==> config.mk <==
export PLATFORM = sky130hd
export DESIGN_NAME = vtime_csr_unit
export DESIGN_NICKNAME = d
export VERILOG_FILES = /design/src/rtl/vtime_pkg.sv /design/src/rtl/vtime_decode.sv /design/src/rtl/vtime_shadow.sv /design/src/rtl/vtime_offset.sv /design/src/rtl/vtime_cmp.sv /design/src/rtl/vtime_csr_unit.sv
export SDC_FILE = /design/constraint.sdc
export NUM_CORES = 1
export LEC_CHECK = 0
export BUFFER_PORTS_ARGS = -buffer_cell sky130_fd_sc_hd__buf_2
export CAP_MARGIN = 20
export CORE_MARGIN = 4
export CORE_UTILIZATION = 50
export CTS_BUF_LIST = sky130_fd_sc_hd__clkbuf_4
export CTS_CLUSTER_SIZE = 20
export DETAILED_ROUTE_END_ITERATION = 10
export GPL_TIMING_DRIVEN = 0
export PLACE_DENSITY = 0.73
export SLEW_MARGIN = 10
export SYNTH_ARGS = -nofsm -noshare
export SYNTH_HDL_FRONTEND = slang
export SYNTH_SLANG_ARGS = --single-unit
==> constraint.sdc <==
create_clock -name clk -period 7 [get_ports clk]
set_clock_uncertainty 0.05 [all_clocks]
set_input_delay 1.4 -clock clk [delete_from_list [all_inputs] [get_ports clk]]
set_output_delay 1.4 -clock clk [all_outputs]
set_load 0.02 [all_outputs]
==> src/rtl/vtime_pkg.sv <==
package vtime_pkg;
  localparam int unsigned TW = 64;

  localparam logic [11:0] ADDR_CNT_LO = 12'hC01;
  localparam logic [11:0] ADDR_CNT_HI = 12'hC81;
  localparam logic [11:0] ADDR_OFS_LO = 12'h605;
  localparam logic [11:0] ADDR_OFS_HI = 12'h615;

  typedef enum logic [2:0] {
    SEL_NONE   = 3'd0,
    SEL_CNT_LO = 3'd1,
    SEL_CNT_HI = 3'd2,
    SEL_OFS_LO = 3'd3,
    SEL_OFS_HI = 3'd4
  } csr_sel_e;
endpackage

==> src/rtl/vtime_decode.sv <==
module vtime_decode
  import vtime_pkg::*;
#(
  parameter int unsigned XLEN = 32
) (
  input  logic [11:0] addr,
  input  logic        cntr_en,
  input  logic        hyp_en,
  output csr_sel_e    sel
);
  localparam bit HAS_HI = (XLEN == 32);

  always_comb begin
    sel = SEL_NONE;
    if (cntr_en && addr == ADDR_CNT_LO)
      sel = SEL_CNT_LO;
    else if (cntr_en && HAS_HI && addr == ADDR_CNT_HI)
      sel = SEL_CNT_HI;
    else if (hyp_en && addr == ADDR_OFS_LO)
      sel = SEL_OFS_LO;
    else if (hyp_en && HAS_HI && addr == ADDR_OFS_HI)
      sel = SEL_OFS_HI;
  end
endmodule

==> src/rtl/vtime_shadow.sv <==
module vtime_shadow #(
  parameter int unsigned W = 64
) (
  input  logic         clk,
  input  logic         rst,
  input  logic         load,
  input  logic [W-1:0] din,
  output logic [W-1:0] q
);
  always_ff @(posedge clk) begin
    if (rst)
      q <= '0;
    else if (load)
      q <= din;
  end
endmodule

==> src/rtl/vtime_offset.sv <==
module vtime_offset #(
  parameter int unsigned XLEN = 32,
  parameter int unsigned W    = 64
) (
  input  logic            clk,
  input  logic            rst,
  input  logic            wr_lo,
  input  logic            wr_hi,
  input  logic [XLEN-1:0] wdata,
  output logic [W-1:0]    q
);
  localparam int unsigned HALF = W / 2;

  generate
    if (XLEN < W) begin : g_split
      always_ff @(posedge clk) begin
        if (rst) begin
          q <= '0;
        end else begin
          if (wr_lo) q[HALF-1:0] <= wdata[HALF-1:0];
          if (wr_hi) q[W-1:HALF] <= wdata[HALF-1:0];
        end
      end
    end else begin : g_full
      logic unused_hi;
      assign unused_hi = wr_hi;
      always_ff @(posedge clk) begin
        if (rst)
          q <= '0;
        else if (wr_lo)
          q <= wdata[W-1:0];
      end
    end
  endgenerate
endmodule

==> src/rtl/vtime_cmp.sv <==
module vtime_cmp #(
  parameter int unsigned W = 64
) (
  input  logic         clk,
  input  logic         rst,
  input  logic [W-1:0] now,
  input  logic [W-1:0] limit,
  output logic         pend
);
  always_ff @(posedge clk) begin
    if (rst)
      pend <= 1'b0;
    else
      pend <= (now >= limit);
  end
endmodule

==> src/rtl/vtime_csr_unit.sv <==
module vtime_csr_unit
  import vtime_pkg::*;
#(
  parameter int unsigned XLEN = 32
) (
  input  logic            clk,
  input  logic            rst,
  input  logic            mtime_valid,
  input  logic [63:0]     mtime_in,
  input  logic [63:0]     mtimecmp_in,
  input  logic            virt_mode,
  input  logic            cntr_en,
  input  logic            hyp_en,
  input  logic [11:0]     csr_addr,
  input  logic            csr_we,
  input  logic [XLEN-1:0] csr_wdata,
  output logic [XLEN-1:0] csr_rdata,
  output logic            csr_hit,
  output logic            csr_wr_fail,
  output logic            mtip
);
  csr_sel_e      sel;
  logic [TW-1:0] time_copy;
  logic [TW-1:0] offset_q;
  logic [TW-1:0] view_sum;
  logic          wr_ofs_lo;
  logic          wr_ofs_hi;

  vtime_decode #(.XLEN(XLEN)) u_decode (
    .addr    (csr_addr),
    .cntr_en (cntr_en),
    .hyp_en  (hyp_en),
    .sel     (sel)
  );

  vtime_shadow #(.W(TW)) u_shadow (
    .clk  (clk),
    .rst  (rst),
    .load (mtime_valid),
    .din  (mtime_in),
    .q    (time_copy)
  );

  assign wr_ofs_lo = csr_we && (sel == SEL_OFS_LO);
  assign wr_ofs_hi = csr_we && (sel == SEL_OFS_HI);

  vtime_offset #(.XLEN(XLEN), .W(TW)) u_offset (
    .clk   (clk),
    .rst   (rst),
    .wr_lo (wr_ofs_lo),
    .wr_hi (wr_ofs_hi),
    .wdata (csr_wdata),
    .q     (offset_q)
  );

  vtime_cmp #(.W(TW)) u_cmp (
    .clk   (clk),
    .rst   (rst),
    .now   (time_copy),
    .limit (mtimecmp_in),
    .pend  (mtip)
  );

  assign view_sum = time_copy + (virt_mode ? offset_q : '0);

  always_comb begin
    unique case (sel)
      SEL_CNT_LO: csr_rdata = view_sum[XLEN-1:0];
      SEL_CNT_HI: csr_rdata = view_sum[TW-1 -: XLEN];
      SEL_OFS_LO: csr_rdata = offset_q[XLEN-1:0];
      SEL_OFS_HI: csr_rdata = offset_q[TW-1 -: XLEN];
      default:    csr_rdata = '0;
    endcase
  end

  assign csr_hit     = (sel != SEL_NONE);
  assign csr_wr_fail = csr_we && ((sel == SEL_CNT_LO) || (sel == SEL_CNT_HI));
endmodule

==> run metrics, run 1 <==
distinct cell type count after synthesis=78; clk slew on worst S/H paths=0.15 ns; flops & latches, synth=129; number of nets in the layout=2087; die extent in x=160 um; # clock sinks=129; total core area=22700 sq um; RSZ-0062 raised after global routing=no; Synthesized Nets=1855; Critical Path Source Type=primary input; GRT Util Overall=0.308; Seq/Total Area, Yosys=0.222; Post-synth top flop=dfxtp_1; R2R setup slack=4.21 ns; CTS tree=done; Clock Latency Late Sink=0.59 ns; Slew Limit Fails=0; final hold slack=about 0.43 ns; CP Class=primary input to output port; Synth top area share=0.222; Synth Area in XOR/XNOR=0.0332; Initial Util=0.511; DP HPWL=34500 um; drt pass-1 iters=5; largest family of logic cells by synthesized area=compound AO/OA/AOI/OAI gates; Critical path buffers and inverters=4; final instance area=13400 sq um; Mapped Cells=1548; ys async rst share=0; layout cells sized above 1=0.163; slew of the pin with the lowest slew margin=0.905 ns; mux cell area share after synthesis=0.0929; Final min period=6.77 ns; crit-path max cell delay=0.44 ns; CTS Buf Count=17; Logic pwr share=0.187; Synth Area in Compound Gates=0.228; largest net degree at the start of global routing=17; initial antenna violation count=2; Flop pwr share=0.474; maxcap violations=0; die height=160 um; Leak=roughly 6.4 nW; Port Buffers=210; GPL Wtd Cong=0.995; DRC=0; TNS Setup=0 ns; critical-path cell list=clkbuf_2, clkbuf_1, and2_1, ha_1, buf_4, a21o_1, a2111oi_4, nor3_2, o31ai_1, a2bb2oi_2, a21oi_2, o21a_2, xor2_1, o221ai_1, buf_2; drt initial violations=between 1000 and 1500; clock root cell=clkbuf_4; Int Power=1.06 mW; CP Max Fanout=10; Post-Syn Area=11600 sq um; Avg WL per Cell=19.9 um; vias per cell=roughly 6; status=complete, no violations; vias=12300; growth of design area from synthesis to finish=15.1%; simple-gate share of the synthesized area=0.223; gr ovfl total=0; Clock Power Share=0.338; slew margin rel.=0.397; Core Rows=55; commonest non-fill, non-tap cell in the layout=nand2_1; Final period util=0.968; Hold Path Class=flop to flop; Top delay family on crit path=compound AO/OA/AOI/OAI gates; Pwr per Cell Area=123 nW/um^2; CTS Buffer Depth=2; syn avg cell area=about 7.5 sq um; CTS H-tree lvls=4; Worst Path Arrival=5.32 ns; Post-synth EDFFs=0; Synth warnings=0; fill count=2219; switching pwr=0.589 mW; CP max-delay cell=a2111oi_4; adder-cell share of the synthesized area=0.139; Fmax achieved=148 MHz; vias in the first global route=11300; DRT antenna net count=0; I/O pin cnt=between 200 and 250; Total Wirelength=41300 um; worst path required time=5.55 ns; Yosys top cell by area=dfxtp_1; final hold viol count=0; Synth area leaders=dfxtp_1, ha_1, mux2i_1; Setup crit end kind=output port; switch share=0.358; Setup-failing EPs final=0; highest-count cells in the layout ignoring fill and taps=nand2_1, buf_2, a21oi_1; first-pass GRT wire length=62500 um; Die ar.=25700 sq um; peak supply drop=0.000122 V; Cell Area, Placed=about 13000 sq um
[area by class of cell]
class	instances	area (sq um)	area share
Clock buffer	17	128	0.00955
Antenna cell	2	5.00	0.000375
Tap cell	285	357	0.0267
Buffer	85	398	0.0298
Sequential cell	129	2580	0.193
Multi-Input combinational cell	1249	8330	0.623
Inverter	85	319	0.0239
Clock inverter	15	164	0.0123
Timing Repair Buffer	213	1080	0.0807
[per-stage QoR]
step | utilization | power, mW | setup slack, ns | std cells
2_1_floorplan | - | 0.979 | 0.927 | 1548
3_3_place_gp | 0.573 | 1.09 | 0.00460 | 2043
3_5_place_dp | 0.575 | 1.10 | 0.0798 | 2046
4_1_cts | 0.587 | 1.64 | 0.0469 | 2078
5_1_grt | 0.588 | 1.72 | 0.0537 | 2080
6_report | 0.588 | 1.65 | 0.227 | 2080
[power groups by stage]
| stage | clock, mW | combinational [mW] | sequential (mW) |
|---|---|---|---|
| detailed placement | 0 | 0.303 | 0.796 |
| finish | 0.557 | 0.308 | 0.780 |
| global route | 0.591 | 0.343 | 0.784 |
| floorplan | 0 | 0.192 | 0.787 |
| CTS | 0.558 | 0.305 | 0.780 |
| global placement | 0 | 0.294 | 0.796 |
[cells in the mapped netlist (4+ instances only)]
cell type	instances
o21ai_0	72
nor2_1	129
inv_1	85
nand4_1	33
and3_1	9
a31oi_1	9
nor2b_1	8
clkbuf_1	66
dfxtp_1	129
ha_1	127
o221ai_1	23
and2_1	71
a31o_2	4
a21boi_0	7
mux2i_1	101
nand3_1	26
buf_2	5
xnor2_1	29
buf_4	4
nand2_1	219
a211oi_1	9
a221o_1	4
nand2b_1	9
o21ai_1	6
o31ai_1	6
o21bai_1	10
o2111ai_1	4
a21o_1	52
nor3_1	16
nor4_1	6
mux2_2	6
xor2_1	15
o22ai_1	4
a222oi_1	4
clkbuf_8	4
or3_1	7
o21a_1	12
a21oi_1	158
o211ai_1	5
[tightest hold or removal path, delay by kind of cell (launching register included)]
family | cells | cell delay, ns
AOI/OAI and AO/OA | 1 | 0.05
DFF | 1 | 0.35
and+or+nand+nor | 1 | 0.06
[what timing repair did]
| action | in CTS | in global routing |
|---|---|---|
| endpoints found under the setup margin | 0 | 4 |
| hold buffers | 0 | 0 |
| gates resized for setup | 0 | 4 |
| buffers inserted | 0 | 0 |
[worst paths after layout]
kind                        from             end  cells after the start
setup / recovery       virt_mode   csr_rdata[12]                     15
hold / removal    u_offset.q[30]  u_offset.q[30]                      2
setup reg to reg   u_shadow.q[0]      u_cmp.pend                     11
hold reg to reg   u_offset.q[30]  u_offset.q[30]                      2
[flip-flops by register name, summed over array words and instances, names as in the netlist]
signal	count
u_offset.q	64
u_shadow.q	64
u_cmp.pend	1
[logic make-up after synthesis]
| group | Yosys count |
|---|---|
| xor gates and xnor gates | 44 |
| muxes | 107 |
| buffers and inverters | 170 |
| adders and majority gates | 128 |
| DFF | 129 |
| AOI/OAI and AO/OA | 416 |
| and+or+nand+nor | 554 |
[layer usage]
layer / GRT usage / share of wire / vias up / wire [um]
li1: - / - / 5970 / -
met1: 0.426 / 0.44 / 5701 / 18400
met2: 0.476 / 0.43 / 579 / 17700
met3: 0.0606 / 0.086 / 92 / 3560
met4: 0.116 / 0.041 / 2 / 1680
met5: 0 / 0.00046 / - / 19
(Power assumes the default switching activity.)
==> run 2, diff against run 1 <==
Settings changed: ABC_AREA set to 1, CTS_BUF_LIST sky130_fd_sc_hd__clkbuf_4 to sky130_fd_sc_hd__clkbuf_4 sky130_fd_sc_hd__clkbuf_8, PLACE_DENSITY 0.73 to 0.72.
==> run 2 against run 1 <==
Sequential power is 1% higher. Synthesized cell count is 62% higher. Non-clock buffer count decreased by 28. Worst hold slack improved by 0.019 ns. Count of clock-buffer cells in the layout did not move. Combinational power grew 3%. Critical path type unchanged. Critical endpoint is now csr_rdata[8]. Largest cell class unchanged. Highest routed layer unchanged.
==> run metrics, run 2 <==
maxcap violations=0 (unchanged); Hold Path Class=flop to flop; commonest non-fill, non-tap cell in the layout=nand2_1; Synth Area in Compound Gates=0.102 (-0.126); drt initial violations=1653 (+40%); number of nets in the layout=3047 (+46%); growth of design area from synthesis to finish=14.0%; final hold slack=0.453 ns (+0.0193 ns); most frequent CP cell=nand2_1; Synth Area in XOR/XNOR=0.00259 (-0.0306); CTS Buffer Depth=2 (unchanged); Commonest cells post-synth=nand2_1, inv_1, nor2_1; Avg WL per Cell=17.7 um (-11%); vias=16300 (+32%); Initial Util=0.513 (+0.00156); Synth warnings=0 (unchanged); peak supply drop=0.000118 V (-3.2%); Setup-failing EPs final=0 (unchanged); first-pass GRT wire length=82200 um (+31%); clk slew on worst S/H paths=0.09 ns (-0.06 ns); Mapped Cells=2508 (+62%); CP Max Fanout=10 (unchanged); Slew Limit Fails=0 (unchanged); Final period util=0.920 (-0.0480); Post-synth EDFFs=0 (unchanged); clock root cell=clkbuf_8; worst path required time=5.55 ns (about the same); Leak=9.69 nW (+50%); Post-CTS Setup Inserts=0 (unchanged); GRT Util Overall=0.366 (+0.0576); CTS Buf Count=17 (unchanged); RSZ-0062 raised after global routing=no; final hold viol count=0 (unchanged); crit-path max cell delay=0.57 ns (+0.13 ns); Fmax achieved=155 MHz (+5.2%); Synthesized Nets=2815 (+52%); layout cells sized above 1=0.106 (-0.0570); syn avg cell area=5.39 sq um (-28%); total power=1.81 mW (+9.8%); CTS H-tree lvls=4 (unchanged); CP Class=primary input to output port; ys async rst share=0 (unchanged); DRT antenna net count=0 (unchanged); die extent in x=172 um (+7.5%); Clock Latency Late Sink=0.49 ns (-0.10 ns); gr ovfl total=0 (unchanged); GPL Wtd Cong=1.05 (+5.3%); CTS tree=done; Final min period=6.44 ns (-0.336 ns); Yosys top cell by area=nand2_1; initial antenna violation count=2 (unchanged); DP HPWL=46100 um (+34%); slew margin rel.=0.194 (-0.202); largest family of logic cells by synthesized area=simple AND/OR/NAND/NOR gates; # hold bufs at CTS=0 (unchanged); critical-path cell list=clkbuf_1, clkbuf_1, nand2_1, inv_1, ha_1, nand2_1, nor2_1, o21ai_0, nand2_1, nand2_1, nand3_1, nand2_1, nand3b_1, nand3_1, nand3_1, buf_2; die height=172 um (+7.5%); DRC=0 (unchanged); Worst Path Arrival=4.99 ns (-0.33 ns); vias per cell=5.28 (-11%); Total Wirelength=54600 um (+32%); vias in the first global route=15100 (+34%); simple-gate share of the synthesized area=0.420 (+0.197); Die ar.=29700 sq um (+16%); Pwr per Cell Area=117 nW/um^2 (-4.8%); Post-Syn Area=13500 sq um (+16%); highest-count cells in the layout ignoring fill and taps=nand2_1, inv_1, nor2_1; largest net degree at the start of global routing=17 (unchanged); status=complete, no violations; post-cts sizing count=0 (unchanged); Setup crit end kind=output port; adder-cell share of the synthesized area=0.119 (-0.0195); most common cell in the synthesized netlist=nand2_1; Synth top area share=0.232 (+0.00948); TNS Setup=0 ns (unchanged); slew of the pin with the lowest slew margin=1.21 ns (+0.303 ns); CP max-delay cell=clkbuf_1; total core area=26400 sq um (+16%); mux cell area share after synthesis=0 (-0.0929); distinct cell type count after synthesis=36 (-54%); Core Rows=59 (+7.3%); drt pass-1 iters=8 (+3); Seq/Total Area, Yosys=0.191 (-0.0314); I/O pin cnt=214 (unchanged); Post-synth top flop=dfxtp_1; leading registers by flop count=u_offset.q: 64 flops, u_shadow.q: 64 flops, u_cmp.pend: 1 flops; Synth area leaders=nand2_1, dfxtp_1, inv_1; Port Buffers=212 (+0.95%); diodes inserted=0 (-2); # clock sinks=129 (unchanged); Critical Path Source Type=primary input; flops & latches, synth=129 (unchanged)
## run 2: changes by cell type after synthesis, sizes merged, moves of 23 or more
cell / delta
clkbuf: -42
xnor2: -27
nand2: +616
inv: +433
and2: -71
nor2: +271
mux2i: -101
a21oi: -74
o21ai: +71
a21o: -52
o221ai: -23
nand3: +87
## run 2: per-layer routing
| metal | vias to the layer above | share of wire | global-route usage |
|---|---|---|---|
| met3 | 125 | 0.10 | 0.0677 |
| met5 | - | 0.00013 | 0 |
| met4 | 2 | 0.043 | 0.139 |
| met2 | 788 | 0.42 | 0.571 |
| met1 | 7289 | 0.43 | 0.501 |
| li1 | 8098 | - | - |
## run 2: critical path: cells and delay by family
kind / cells / cell delay (ns)
simple gates: 10 / 1.80
buf+inv: 4 / 1.38
fa+ha+maj: 1 / 0.22
compound gates: 1 / 0.19
## run 2: kinds of logic after synthesis
family | after synthesis
buffers and inverters | 576
and+or+nand+nor | 1412
xor gates and xnor gates | 4
DFF | 129
AOI/OAI and AO/OA | 259
adders and majority gates | 128
## run 2: where the power goes
| group | internal, mW | switching [mW] | leakage [nW] |
|---|---|---|---|
| clock | 0.270 | 0.431 | 0.195 |
| sequential | 0.760 | 0.0294 | 1.06 |
| combinational | 0.124 | 0.193 | 8.44 |
## run 2: final cells by class
type                       instances  area (sq um)
buffer                            57           288
clock buffer                      17           234
clock inverter                    15           164
fill                            2865         11000
inverter                         519          1950
multi-input combinational       1803          8690
sequential                       129          2580
tap                              335           419
timing repair buffer             213          1070
## run 2: worst paths after layout
kind,startpoint,end,slack (ns),cells after the start
setup / recovery,virt_mode,csr_rdata[8],0.56,16
hold / removal,u_shadow.q[63],u_shadow.q[63],0.45,2
setup reg to reg,u_shadow.q[59],u_cmp.pend,4.79,11
hold reg to reg,u_shadow.q[63],u_shadow.q[63],0.45,2
## run 2: stage by stage
step / utilization / instance area (sq um) / setup slack [ns] / std cells
after CTS: 0.584 / 15400 / 0.704 / 3087
after global placement: 0.569 / 15000 / 0.771 / 3055
final: 0.584 / 15400 / 0.563 / 3088
after global routing: 0.584 / 15400 / 0.309 / 3088
after floorplan: - / 13500 / 1.81 / 2508
after detailed placement: 0.569 / 15000 / 0.722 / 3055
==> run 3, diff against run 2 <==
Settings changed: CTS_BUF_LIST sky130_fd_sc_hd__clkbuf_4 sky130_fd_sc_hd__clkbuf_8 to unset, GPL_ROUTABILITY_DRIVEN set to 0.
==> run 3 against run 2 <==
Count of clock-buffer cells in the layout is 1 higher. Die area stayed put. Non-clock buffer count is 1 lower. Largest power group is now the clock network.
==> run metrics, run 3 (synthesis results as in run 2) <==
# clock sinks=129 (unchanged); Leak=9.76 nW (+0.76%); Final min period=6.39 ns (-0.0478 ns); slew of the pin with the lowest slew margin=1.09 ns (-0.116 ns); CTS Buffer Depth=2 (unchanged); CTS tree=done; Hold Path Class=flop to flop; commonest non-fill, non-tap cell in the layout=nand2_1; Critical path buffers and inverters=5 (+1); Total Wirelength=51300 um (-6.0%); DRT antenna net count=0 (unchanged); gr ovfl total=0 (unchanged); number of nets in the layout=3046 (-0.033%); post-cts sizing count=0 (unchanged); Worst Path Arrival=4.94 ns (-0.05 ns); layout cells sized above 1=0.106 (-0.000325); Post-CTS Setup Inserts=0 (unchanged); CP max-delay cell=clkbuf_1; Top delay family on crit path=simple AND/OR/NAND/NOR gates; clk slew on worst S/H paths=0.07 ns (-0.02 ns); leading registers by flop count=u_offset.q: 64 flops, u_shadow.q: 64 flops, u_cmp.pend: 1 flops; Pwr per Cell Area=130 nW/um^2 (+11%); GRT Util Overall=0.335 (-0.0301); # hold bufs at CTS=0 (unchanged); DP HPWL=42400 um (-7.9%); total core area=26400 sq um (unchanged); fill count=2755 (-3.8%); Reg area=2580 sq um (unchanged); drt initial violations=1972 (+19%); vias per cell=5.32 (+0.79%); Setup-failing EPs final=0 (unchanged); RSZ-0062 raised after global routing=no; Die ar.=29700 sq um (unchanged); most frequent CP cell=nand2_1; CTS H-tree lvls=4 (unchanged); Critical Path Source Type=primary input; status=complete, no violations; die extent in x=172 um (unchanged); drt pass-1 iters=7 (-1); CP Max Fanout=10 (unchanged); crit-path max cell delay=0.53 ns (-0.04 ns); critical-path cell list=clkbuf_1, buf_1, nand2_1, inv_1, ha_1, inv_1, fa_1, nor2_1, o21ai_0, nand2_1, nand2_1, nand3_1, nand2_1, nand3b_1, nand3_1, nand3_1, buf_2; I/O pin cnt=214 (unchanged); Initial Util=0.513 (unchanged); largest net degree at the start of global routing=17 (unchanged); Avg WL per Cell=16.6 um (-6.0%); initial antenna violation count=0 (-2); vias=16400 (+0.79%); DRC=0 (unchanged); CP Class=primary input to output port; Core Rows=59 (unchanged); final hold viol count=0 (unchanged); Final Util=0.591 (+0.00641); Port Buffers=212 (unchanged); CTS Buf Count=17 (unchanged); peak supply drop=0.000157 V (+32%); Final period util=0.913 (-0.00682); first-pass GRT wire length=76600 um (-6.8%); maxcap violations=0 (unchanged); total power=2.02 mW (+12%); clock root cell=clkbuf_16; Fmax achieved=157 MHz (+0.75%); Slew Limit Fails=0 (unchanged); TNS Setup=0 ns (unchanged); growth of design area from synthesis to finish=15.2%; slew margin rel.=0.272 (+0.0775); worst path required time=5.55 ns (about the same); die height=172 um (unchanged); highest-count cells in the layout ignoring fill and taps=nand2_1, inv_1, nor2_1; vias in the first global route=14700 (-2.2%); Setup crit end kind=output port; Clock Latency Late Sink=0.44 ns (-0.05 ns); area of the multi-input gates=8690 sq um (unchanged)
==> run 3: final timing paths <==
kind	start	cells past startpoint	to	slack (ns)
hold / removal	u_shadow.q[0]	2	u_shadow.q[0]	0.45
setup / recovery	virt_mode	17	csr_rdata[8]	0.61
setup reg to reg	u_shadow.q[41]	11	u_cmp.pend	4.80
hold reg to reg	u_shadow.q[0]	2	u_shadow.q[0]	0.45
==> run 3: area by class of cell <==
cell class | instances | area share
Antenna cell | 1 | 0.000161
Buffer | 57 | 0.0185
Clock buffer | 18 | 0.0282
Clock inverter | 14 | 0.00876
Inverter | 519 | 0.125
Multi-Input combinational cell | 1803 | 0.558
Sequential cell | 129 | 0.166
Tap cell | 335 | 0.0269
Timing Repair Buffer | 212 | 0.0681
==> run 3: layer usage <==
layer | GRT usage | vias up | part of all wire
met5 | 0 | - | 0
met4 | 0.148 | 0 | 0.051
met3 | 0.0576 | 153 | 0.12
met2 | 0.519 | 931 | 0.42
met1 | 0.458 | 7259 | 0.41
li1 | - | 8087 | -
==> run 3: power breakdown <==
part / switching (mW) / internal [mW]
registers: 0.0281 / 0.760
logic: 0.189 / 0.124
clock network: 0.436 / 0.482
total: 0.653 / 1.37
==> run 3: stage by stage <==
stage | cells | setup slack [ns] | hold WS, ns | cell area, sq um
2_1_floorplan | 2508 | 1.81 | 0.406 | 13500
3_3_place_gp | 3055 | 0.834 | 0.434 | 15000
3_5_place_dp | 3055 | 0.779 | 0.436 | 15000
4_1_cts | 3087 | 0.760 | 0.448 | 15600
5_1_grt | 3087 | 0.576 | 0.468 | 15600
6_report | 3088 | 0.611 | 0.447 | 15600
==> run 3: worst register-to-register path, cell delays in order, from the launching register on <==
cell     delay (ns)
dfxtp_1        0.41
ha_1           0.28
nand2_1        0.07
inv_1          0.03
o21ai_0        0.18
a21oi_1        0.09
nor2_1         0.09
nand2_1        0.13
a21oi_1        0.45
nand3_1        0.18
nand2_1        0.10
inv_1          0.05
